===== config.mk =====
export PLATFORM = sky130hd
export DESIGN_NAME = pipe_interlock
export DESIGN_NICKNAME = d
export VERILOG_FILES = /design/src/rtl/pi_pkg.sv /design/src/rtl/pi_stage_reg.sv /design/src/rtl/pi_hazard.sv /design/src/rtl/pi_exec_pool.sv /design/src/rtl/pipe_interlock.sv
export SDC_FILE = /design/constraint.sdc
export NUM_CORES = 1
export LEC_CHECK = 0
export ABC_AREA = 1
export ABC_CLOCK_PERIOD_IN_PS = 3800
export CAP_MARGIN = 20
export CORE_AREA = 3 3 103 125
export DETAILED_ROUTE_END_ITERATION = 10
export DIE_AREA = 0 0 106 128
export GPL_TIMING_DRIVEN = 0
export SLEW_MARGIN = 20
export SYNTH_ARGS = -nofsm -noshare
export SYNTH_HDL_FRONTEND = slang
export SYNTH_SLANG_ARGS = --single-unit

===== constraint.sdc =====
create_clock -name clk -period 3.8 [get_ports clk]
set_clock_uncertainty 0.2 [all_clocks]
set_input_delay 0.57 -clock clk [delete_from_list [all_inputs] [get_ports clk]]
set_output_delay 0.57 -clock clk [all_outputs]
set_load 0.03 [all_outputs]

===== src/rtl/pi_pkg.sv =====
package pi_pkg;
  typedef enum logic [1:0] {
    OPC_ADD = 2'd0,
    OPC_SUB = 2'd1,
    OPC_MUL = 2'd2,
    OPC_DIV = 2'd3
  } opc_e;

  localparam int STG_IF  = 0;
  localparam int STG_ID  = 1;
  localparam int STG_OF  = 2;
  localparam int STG_EX  = 3;
  localparam int STG_WO  = 4;
  localparam int NUM_STG = 5;
endpackage


===== src/rtl/pi_stage_reg.sv =====
module pi_stage_reg #(
  parameter int W = 8
) (
  input  logic         clk,
  input  logic         rst,
  input  logic         load_i,
  input  logic         adv_i,
  input  logic [W-1:0] d_i,
  output logic         valid_o,
  output logic [W-1:0] q_o
);
  logic         v_q;
  logic [W-1:0] q_q;

  always_ff @(posedge clk) begin
    if (rst) begin
      v_q <= 1'b0;
    end else if (load_i) begin
      v_q <= 1'b1;
    end else if (adv_i) begin
      v_q <= 1'b0;
    end
  end

  always_ff @(posedge clk) begin
    if (load_i) q_q <= d_i;
  end

  assign valid_o = v_q;
  assign q_o     = q_q;

  // a held step keeps its contents
  p_stall_holds_r9: assert property (@(posedge clk) disable iff (rst)
    (v_q && !adv_i) |=> (v_q && q_q == $past(q_q)));
endmodule


===== src/rtl/pi_hazard.sv =====
module pi_hazard #(
  parameter int SLOTS = 4,
  parameter int REG_W = 5
) (
  input  logic                        id_valid_i,
  input  logic [REG_W-1:0]            rs1_i,
  input  logic [REG_W-1:0]            rs2_i,
  input  logic                        of_valid_i,
  input  logic [REG_W-1:0]            of_rd_i,
  input  logic [SLOTS-1:0]            pend_v_i,
  input  logic [SLOTS-1:0][REG_W-1:0] pend_rd_i,
  output logic                        hold_o
);
  logic [SLOTS-1:0] hit1, hit2;
  logic dep1, dep2;

  for (genvar g = 0; g < SLOTS; g++) begin : g_cmp
    assign hit1[g] = pend_v_i[g] && (pend_rd_i[g] == rs1_i);
    assign hit2[g] = pend_v_i[g] && (pend_rd_i[g] == rs2_i);
  end

  // register 0 is never a producer
  assign dep1 = (rs1_i != '0) && ((|hit1) || (of_valid_i && of_rd_i == rs1_i));
  assign dep2 = (rs2_i != '0) && ((|hit2) || (of_valid_i && of_rd_i == rs2_i));
  assign hold_o = id_valid_i && (dep1 || dep2);
endmodule


===== src/rtl/pi_exec_pool.sv =====
module pi_exec_pool #(
  parameter int SLOTS = 4,
  parameter int REG_W = 5,
  parameter int LAT_W = 3,
  parameter int CW    = $clog2(SLOTS + 1)
) (
  input  logic                        clk,
  input  logic                        rst,
  input  logic                        push_i,
  input  logic [REG_W-1:0]            push_rd_i,
  input  logic [1:0]                  push_op_i,
  input  logic [LAT_W-1:0]            push_lat_i,
  output logic                        can_push_o,
  output logic                        pop_o,
  output logic [REG_W-1:0]            pop_rd_o,
  output logic [1:0]                  pop_op_o,
  output logic [CW-1:0]               count_o,
  output logic [SLOTS-1:0]            pend_v_o,
  output logic [SLOTS-1:0][REG_W-1:0] pend_rd_o
);
  logic             v_q   [SLOTS];
  logic [REG_W-1:0] rd_q  [SLOTS];
  logic [1:0]       op_q  [SLOTS];
  logic [LAT_W-1:0] rem_q [SLOTS];

  logic             ev   [SLOTS+1];
  logic [REG_W-1:0] erd  [SLOTS+1];
  logic [1:0]       eop  [SLOTS+1];
  logic [LAT_W-1:0] erem [SLOTS+1];

  logic             nv   [SLOTS];
  logic [REG_W-1:0] nrd  [SLOTS];
  logic [1:0]       nop  [SLOTS];
  logic [LAT_W-1:0] nrem [SLOTS];

  logic [CW-1:0] cnt_q, tail;
  logic          push_ok;

  // Oldest entry sits in slot 0; it leaves once in (or past) its last cycle.
  assign pop_o      = v_q[0] && (rem_q[0] <= LAT_W'(1));
  assign pop_rd_o   = rd_q[0];
  assign pop_op_o   = op_q[0];
  assign can_push_o = (cnt_q < CW'(SLOTS)) || pop_o;
  assign push_ok    = push_i && can_push_o;
  assign tail       = cnt_q - CW'(pop_o);
  assign count_o    = cnt_q;

  always_comb begin
    for (int i = 0; i < SLOTS; i++) begin
      ev[i]   = v_q[i];
      erd[i]  = rd_q[i];
      eop[i]  = op_q[i];
      erem[i] = rem_q[i];
    end
    ev[SLOTS]   = 1'b0;
    erd[SLOTS]  = '0;
    eop[SLOTS]  = '0;
    erem[SLOTS] = '0;
  end

  always_comb begin
    for (int i = 0; i < SLOTS; i++) begin
      int src;
      src     = pop_o ? i + 1 : i;
      nv[i]   = ev[src];
      nrd[i]  = erd[src];
      nop[i]  = eop[src];
      nrem[i] = (erem[src] != '0) ? erem[src] - LAT_W'(1) : erem[src];
      if (push_ok && tail == CW'(i)) begin
        nv[i]   = 1'b1;
        nrd[i]  = push_rd_i;
        nop[i]  = push_op_i;
        nrem[i] = push_lat_i;
      end
    end
  end

  always_ff @(posedge clk) begin
    if (rst) begin
      cnt_q <= '0;
      for (int i = 0; i < SLOTS; i++) v_q[i] <= 1'b0;
    end else begin
      cnt_q <= cnt_q + CW'(push_ok) - CW'(pop_o);
      for (int i = 0; i < SLOTS; i++) v_q[i] <= nv[i];
    end
  end

  always_ff @(posedge clk) begin
    for (int i = 0; i < SLOTS; i++) begin
      rd_q[i]  <= nrd[i];
      op_q[i]  <= nop[i];
      rem_q[i] <= nrem[i];
    end
  end

  for (genvar g = 0; g < SLOTS; g++) begin : g_pend
    assign pend_v_o[g]  = v_q[g] && (rem_q[g] > LAT_W'(1));
    assign pend_rd_o[g] = rd_q[g];
  end

  // pool never holds more than its capacity
  p_no_overflow_r10: assert property (@(posedge clk) disable iff (rst)
    cnt_q <= CW'(SLOTS));
  // every accepted entry carries a non-zero latency
  p_lat_nonzero_r4: assert property (@(posedge clk) disable iff (rst)
    push_ok |-> (push_lat_i != '0));
endmodule


===== src/rtl/pipe_interlock.sv =====
module pipe_interlock
  import pi_pkg::*;
#(
  parameter int REG_W    = 5,
  parameter int EX_SLOTS = 4,
  parameter int LAT_ADD  = 1,
  parameter int LAT_SUB  = 1,
  parameter int LAT_MUL  = 3,
  parameter int LAT_DIV  = 6
) (
  input  logic                           clk,
  input  logic                           rst,
  input  logic                           in_valid,
  output logic                           in_ready,
  input  logic [1:0]                     in_op,
  input  logic [REG_W-1:0]               in_rd,
  input  logic [REG_W-1:0]               in_rs1,
  input  logic [REG_W-1:0]               in_rs2,
  output logic [NUM_STG-1:0]             occ_o,
  output logic [$clog2(EX_SLOTS+1)-1:0]  ex_count_o,
  output logic [2:0]                     stall_o,
  output logic                           hold_o,
  output logic                           retire_o,
  output logic [REG_W-1:0]               retire_rd_o,
  output logic [1:0]                     retire_op_o
);
  localparam int MAX_A   = (LAT_ADD > LAT_SUB) ? LAT_ADD : LAT_SUB;
  localparam int MAX_B   = (LAT_MUL > LAT_DIV) ? LAT_MUL : LAT_DIV;
  localparam int MAX_LAT = (MAX_A > MAX_B) ? MAX_A : MAX_B;
  localparam int LW      = $clog2(MAX_LAT + 1);
  localparam int CW      = $clog2(EX_SLOTS + 1);
  localparam int FW      = 2 + 3 * REG_W;
  localparam int WW      = 2 + REG_W;

  logic          if_v, id_v, of_v, wo_v;
  logic [FW-1:0] if_q, id_q, of_q;
  logic [WW-1:0] wo_q;
  logic          if_adv, id_adv, of_adv;
  logic          if_free, id_free, of_free;
  logic          in_fire, hold;

  logic [REG_W-1:0] id_rs1, id_rs2, of_rd;
  logic [1:0]       of_op;
  logic [LW-1:0]    of_lat;

  logic                           can_push, pop;
  logic [REG_W-1:0]               pop_rd;
  logic [1:0]                     pop_op;
  logic [CW-1:0]                  ex_cnt;
  logic [EX_SLOTS-1:0]            pend_v;
  logic [EX_SLOTS-1:0][REG_W-1:0] pend_rd;

  assign id_rs1 = id_q[2*REG_W-1:REG_W];
  assign id_rs2 = id_q[REG_W-1:0];
  assign of_rd  = of_q[3*REG_W-1:2*REG_W];
  assign of_op  = of_q[FW-1:FW-2];

  // Advance chain, resolved from write-back backwards.
  assign of_adv  = of_v && can_push;
  assign of_free = !of_v || of_adv;
  assign id_adv  = id_v && !hold && of_free;
  assign id_free = !id_v || id_adv;
  assign if_adv  = if_v && id_free;
  assign if_free = !if_v || if_adv;
  assign in_ready = if_free;
  assign in_fire  = in_valid && in_ready;

  pi_stage_reg #(.W(FW)) u_if (
    .clk(clk), .rst(rst), .load_i(in_fire), .adv_i(if_adv),
    .d_i({in_op, in_rd, in_rs1, in_rs2}), .valid_o(if_v), .q_o(if_q));

  pi_stage_reg #(.W(FW)) u_id (
    .clk(clk), .rst(rst), .load_i(if_adv), .adv_i(id_adv),
    .d_i(if_q), .valid_o(id_v), .q_o(id_q));

  pi_stage_reg #(.W(FW)) u_of (
    .clk(clk), .rst(rst), .load_i(id_adv), .adv_i(of_adv),
    .d_i(id_q), .valid_o(of_v), .q_o(of_q));

  pi_stage_reg #(.W(WW)) u_wo (
    .clk(clk), .rst(rst), .load_i(pop), .adv_i(1'b1),
    .d_i({pop_op, pop_rd}), .valid_o(wo_v), .q_o(wo_q));

  pi_hazard #(.SLOTS(EX_SLOTS), .REG_W(REG_W)) u_haz (
    .id_valid_i(id_v), .rs1_i(id_rs1), .rs2_i(id_rs2),
    .of_valid_i(of_v), .of_rd_i(of_rd),
    .pend_v_i(pend_v), .pend_rd_i(pend_rd), .hold_o(hold));

  always_comb begin
    case (of_op)
      OPC_ADD: of_lat = LW'(LAT_ADD);
      OPC_SUB: of_lat = LW'(LAT_SUB);
      OPC_MUL: of_lat = LW'(LAT_MUL);
      default: of_lat = LW'(LAT_DIV);
    endcase
  end

  pi_exec_pool #(.SLOTS(EX_SLOTS), .REG_W(REG_W), .LAT_W(LW), .CW(CW)) u_pool (
    .clk(clk), .rst(rst),
    .push_i(of_adv), .push_rd_i(of_rd), .push_op_i(of_op), .push_lat_i(of_lat),
    .can_push_o(can_push), .pop_o(pop), .pop_rd_o(pop_rd), .pop_op_o(pop_op),
    .count_o(ex_cnt), .pend_v_o(pend_v), .pend_rd_o(pend_rd));

  assign occ_o[STG_IF] = if_v;
  assign occ_o[STG_ID] = id_v;
  assign occ_o[STG_OF] = of_v;
  assign occ_o[STG_EX] = (ex_cnt != '0);
  assign occ_o[STG_WO] = wo_v;
  assign ex_count_o    = ex_cnt;
  assign stall_o       = {of_v && !of_adv, id_v && !id_adv, if_v && !if_adv};
  assign hold_o        = hold;
  assign retire_o      = wo_v;
  assign retire_rd_o   = wo_q[REG_W-1:0];
  assign retire_op_o   = wo_q[WW-1:REG_W];

  // reset leaves every step empty with no retire
  p_reset_empty_r1: assert property (@(posedge clk)
    rst |=> (occ_o == '0 && !retire_o));
  // decode never passes an instruction whose producer sits in operand read
  p_no_early_read_r5: assert property (@(posedge clk) disable iff (rst)
    (id_adv && of_v && of_rd != '0) |-> (of_rd != id_rs1 && of_rd != id_rs2));
  // a stalled decode also blocks fetch
  p_stall_chain_r9: assert property (@(posedge clk) disable iff (rst)
    (stall_o[1] && if_v) |-> stall_o[0]);
endmodule


Word-level counts from Yosys, hierarchy flattened
Memory sizes are Yosys's and may differ from the RTL's.
Cells that the tools add are included.
{"block": "op_classes", "n_eq_ne": 15, "addsub": 7, "mux": 87, "reduce_logical": 60, "bitwise_logic": 8, "order_cmp": 10}
{"operator": "$ge A32 B4 Y1 const B", "n": 4}
{"operator": "$not A32 Y32", "n": 4}
{"operator": "$bmux W5 S3", "n": 4}
{"operator": "$mux W5", "n": 12}
{"operator": "$mux W3", "n": 17}
{"operator": "$eq A5 B5 Y1", "n": 10}
{"operator": "$bmux W3 S3", "n": 4}
{"operator": "$logic_and A1 B1 Y1", "n": 31}
{"operator": "$mux W1", "n": 28}
{"operator": "$mux W2", "n": 13}
{"operator": "$bmux W2 S3", "n": 4}
{"operator": "$reduce_bool A3 Y1", "n": 5}
{"operator": "$bmux W1 S3", "n": 4}
{"operator": "$gt A3 B1 Y1 const B", "n": 4}
{"operator": "$sub A3 B1 Y3 const B", "n": 4}
{"operator": "$reduce_bool A5 Y1", "n": 2}
{"operator": "$reduce_or A4 Y1", "n": 2}
{"operator": "$logic_not A1 Y1", "n": 7}
{"operator": "$logic_or A1 B1 Y1", "n": 7}
{"operator": "$eq A3 B2 Y1 const B", "n": 2}
{"operator": "$pmux W3 S2", "n": 1}
{"operator": "$reduce_bool A2 Y1", "n": 3}
{"operator": "$sub A3 B1 Y3", "n": 2}
{"operator": "$or A1 B1 Y1", "n": 4}
{"operator": "9 further kinds", "n": 9}
{"block": "word_totals", "wordCells": 200, "inputBits": 20, "n_memories": 4, "out_inout_bits": 21, "reg_bits": 65, "ram_bits": 44}
{"name": "u_pool.rd_q", "words": 4, "width": 5, "rd": 4, "rd_clocked_by_memory_dff": 0, "wr": 4, "line_no": "pi_exec_pool.sv:22", "text": "logic [REG_W-1:0] rd_q [SLOTS];"}
{"name": "u_pool.rem_q", "words": 4, "width": 3, "rd": 4, "rd_clocked_by_memory_dff": 0, "wr": 4, "line_no": "pi_exec_pool.sv:24", "text": "logic [LAT_W-1:0] rem_q [SLOTS];"}
{"name": "u_pool.op_q", "words": 4, "width": 2, "rd": 4, "rd_clocked_by_memory_dff": 0, "wr": 4, "line_no": "pi_exec_pool.sv:23", "text": "logic [1:0] op_q [SLOTS];"}
{"name": "u_pool.v_q", "words": 4, "width": 1, "rd": 4, "rd_clocked_by_memory_dff": 0, "wr": 4, "line_no": "pi_exec_pool.sv:21", "text": "logic v_q [SLOTS];"}

Longest topological paths before layout
An unclocked memory read counts as a cell.
{"block": "depth", "ltp_word": 17, "mapped_depth": 12, "depth_no_buf": 11}

Hierarchy
Synthesis repeated with hierarchy kept, for this count alone.
{"block": "hier_totals", "cells_unflattened": 625, "area_unflattened_um2": 5581.6}
{"module": "pi_exec_pool", "area_per_inst_um2": 2685.1, "cells_each": 319, "instances": 1, "seq_area_each_um2": 1221.2}
{"module": "pi_stage_reg at u_id ...", "area_per_inst_um2": 550.5, "cells_each": 22, "instances": 3, "seq_area_each_um2": 530.5}
{"module": "pi_hazard", "area_per_inst_um2": 867.1, "cells_each": 203, "instances": 1, "seq_area_each_um2": 0.0}
{"module": "pi_stage_reg at u_wo", "area_per_inst_um2": 250.2, "cells_each": 12, "instances": 1, "seq_area_each_um2": 230.2}
{"module": "pipe_interlock", "area_per_inst_um2": 127.6, "cells_each": 25, "instances": 1, "seq_area_each_um2": 0.0}

Least setup slack after synthesis
OpenSTA, ideal clock, no wires.
{"block": "synth_timing", "kind": "flip-flop to flip-flop", "start": "memory u_pool.rem_q[0][1]", "end": "memory u_pool.op_q[1][0] (enable)", "arrival_time_ns": 2.336, "path_slack_ns": 0.941, "n_path_buf": 2, "synth_period_minus_slack_ns": 2.859, "stages_incl_launch_ff": 12, "setup_time_ns": 0.324, "required_time_ns": 3.276, "cell_sequence": "dfxtp_1 nor2_2 nand2_2 inv_1 buf_2 ha_1 inv_1 ha_1 nor4_4 inv_2 buf_6 nand2_1"}
{"element": "from (decl)", "line_no": "pi_exec_pool.sv:24"}
{"element": "to (decl)", "line_no": "pi_exec_pool.sv:23"}

==> metrics.csv <==
metric;value;unit
Tot Pwr;3.03;mW
Post-synth ARST share;0;%
H-tree Lvls;3;
Adder-Cell Fraction of Synth Area;4.48;%
Post-DRT Antenna Nets;0;
Final setup viols;0;
clk slew on worst S/H paths;0.08;ns
mux cell area share after synthesis;0.204;%
maxcap violations;0;
Num CTS Buffers;9;
nets@finish;597;
Final Wtd Congestion;0.940;
Highest Signal Layer;met4;
Crit Path Category;flip-flop to flip-flop;
met3 WL;431;µm
Remaining DRCs;0;
DP Wirelength;7470;µm
Pwr Density;521;nW/µm²
die area;13600;µm²
post-CTS setup buffer count;0;
die extent in x;106;µm
RSZ-0062 raised after global routing;false;
WHS;0.215;ns
CP arrival;3.28;ns
Tot GR Track Use;15.2;%
leak pwr;2.50;nW
Synth area leaders;edfxtp_1 46%, nand2_1 10%, dfxtp_1 9.4%;
Setup crit start kind;flip-flop;
CTS resizes;0;
Slew HR;47.6;%
boundary pin count;41;
most frequent cells in the layout;131 x nand2_1, 76 x edfxtp_1, 68 x inv_1, 46 x nor2_1, 40 x clkdlybuf4s50_1;
top cell type's share of synthesized area;46.4;%
DRT Wirelength;9870;µm
clock sinks;99;
Rows;43;
Clock Tree Root;clkbuf_16;
Synth area leader;edfxtp_1;
fill count;1094;
Synth Area in Simple Gates;18.7;%
Post-Syn Area;4910;µm²
diode count;0;
core region area;11600;µm²
routed len/inst;13.7;µm
synthesized area per cell;9.65;µm²
CTS tree;done;
predominant post-synthesis flop cell;edfxtp_1;
Netlist cell types;35;
global route overflow;0;
CTS Buffer Depth;2;
first-pass GRT wire length;16100;µm
Period Utilization, post-route;91.2;%
highest clock rate;288;MHz
commonest non-fill, non-tap cell in the layout;nand2_1;
Tmin final;3.47;ns
Die H;128;µm
M1 WL;4100;µm
Post-synth EDFFs;76;
sequential area share after synthesis;55.8;%
Syn Inst Count;509;
drt first-iter violations;163;
Hold Crit Class;flip-flop to flip-flop;
syn nets;546;
Pre-antenna DRT Iters;4;
multi-input logic area;1770;µm²
Synth Area in Compound Gates;7.84;%
flops & latches, synth;99;
Slew Viols, Final;0;
largest net degree at the start of global routing;20;
maximum VDD drop;0.000274;V
Worst EP required;3.62;ns
P&R area growth vs syn;18.1;%
status;finished clean;
Final Hold Vio Count;0;
vias in the first global route;3431;
worst-margin pin slew;0.786;ns
Port Buffers;40;
Worst-Skew Late Latency;0.35;ns
met2 wire len;5080;µm
Starting Density;42.3;%
Setup TNS Final;0;ns
Crit Path Max Fanout;17;
Crit. End Element;flip-flop;
via-per-instance ratio;4.77;
Reg2Reg Depth;11;
FF+latch area;2740;µm²
Worst Hold Path Cells;0;
share of cells above drive strength 1;11.0;%
Post-CTS Hold Buffers;0;
vias;3442;
Syn. warnings;0;
Synth Area in XOR/XNOR;4.79;%
largest family of logic cells by synthesized area;simple AND/OR/NAND/NOR gates;
initial antenna violation count;0;
-- per-layer routing --
metal	up-vias	global-route usage [%]
met5	-	0
met4	0	6.94
met3	18	2.97
met2	80	27.2
met1	1600	17.6
li1	1744	-
-- logic make-up (layout without fill, tap and decap cells) --
logic type / after synthesis / count (layout)
and+or+nand+nor: 212 / 212
DFF: 99 / 99
buffers and inverters: 90 / 146
AOI/OAI and AO/OA: 64 / 64
xor gates and xnor gates: 26 / 26
adders and majority gates: 17 / 17
muxes: 1 / 1
-- metrics by stage --
stage	cells	utilization, %	cell area, µm²	setup slack [ns]
5_1_grt	722	49.9	5800	0.101
3_5_place_dp	706	47.4	5510	0.301
6_report	722	49.9	5800	0.333
3_3_place_gp	706	47.4	5510	0.346
4_1_cts	722	49.9	5800	0.287
2_1_floorplan	509	-	4910	0.941
-- Yosys cell counts (2+ instances only) --
cell / number
edfxtp_1: 76
or2_2: 2
dfxtp_1: 23
buf_6: 4
o21bai_2: 2
nor2_1: 47
nor3_1: 2
buf_2: 9
a21oi_1: 13
xor2_1: 25
o21ai_2: 7
buf_4: 6
a31oi_1: 2
inv_2: 2
o21ai_0: 32
inv_1: 68
nand3_2: 4
o22a_1: 2
nand2_1: 131
nor4_4: 3
nand3_1: 20
ha_1: 16
-- cell type report --
cell class / instances / area share (%)
Sequential cell: 99 / 47.3
Timing Repair Buffer: 40 / 6.90
Multi-Input combinational cell: 320 / 30.5
Clock inverter: 7 / 1.12
Inverter: 70 / 4.53
Tap cell: 157 / 3.39
Buffer: 20 / 2.39
Clock buffer: 9 / 3.88
-- state kept, by name, indices dropped and copies added (netlist names) --
register,cells
u_of.valid_o,1
u_pool.rd_q,20
u_pool.rem_q,12
u_pool.op_q,8
u_pool.v_q,4
u_wo.q_o,7
u_id.q_o,17
u_pool.count_o,3
u_if.q_o,17
u_wo.valid_o,1
u_of.q_o,7
u_if.valid_o,1
u_id.valid_o,1
-- critical path, cell delays in order (launching register included) --
cell and delay (ns):
dfxtp_1 0.33, nor2_2 0.12, nand2_2 0.09, inv_1 0.18
buf_2 0.42, ha_1 0.32, inv_1 0.06, ha_1 0.34
nor4_4 0.45, inv_2 0.16, buf_6 0.19, nand2_1 0.26
-- report_power, final --
part / internal [mW] / switching (mW)
Combinational: 0.299 / 0.416
Sequential: 1.32 / 0.0868
Clock: 0.463 / 0.445
Total: 2.08 / 0.948
-- final timing paths --
| kind | startpoint | endpoint | slack (ns) |
|---|---|---|---|
| worst max-delay path | u_pool.rem_q[0][1]$_DFF_P_ | u_pool.rd_q[1][4]$_DFFE_PP_ | 0.33 |
| worst min-delay path | u_if.q_o[2]$_DFFE_PP_ | u_id.q_o[2]$_DFFE_PP_ | 0.22 |
| worst max register to register | u_pool.rem_q[0][1]$_DFF_P_ | u_pool.rd_q[1][4]$_DFFE_PP_ | 0.33 |
| worst min register to register | u_if.q_o[2]$_DFFE_PP_ | u_id.q_o[2]$_DFFE_PP_ | 0.22 |
No activity file was read; power rests on OpenSTA's default activity.
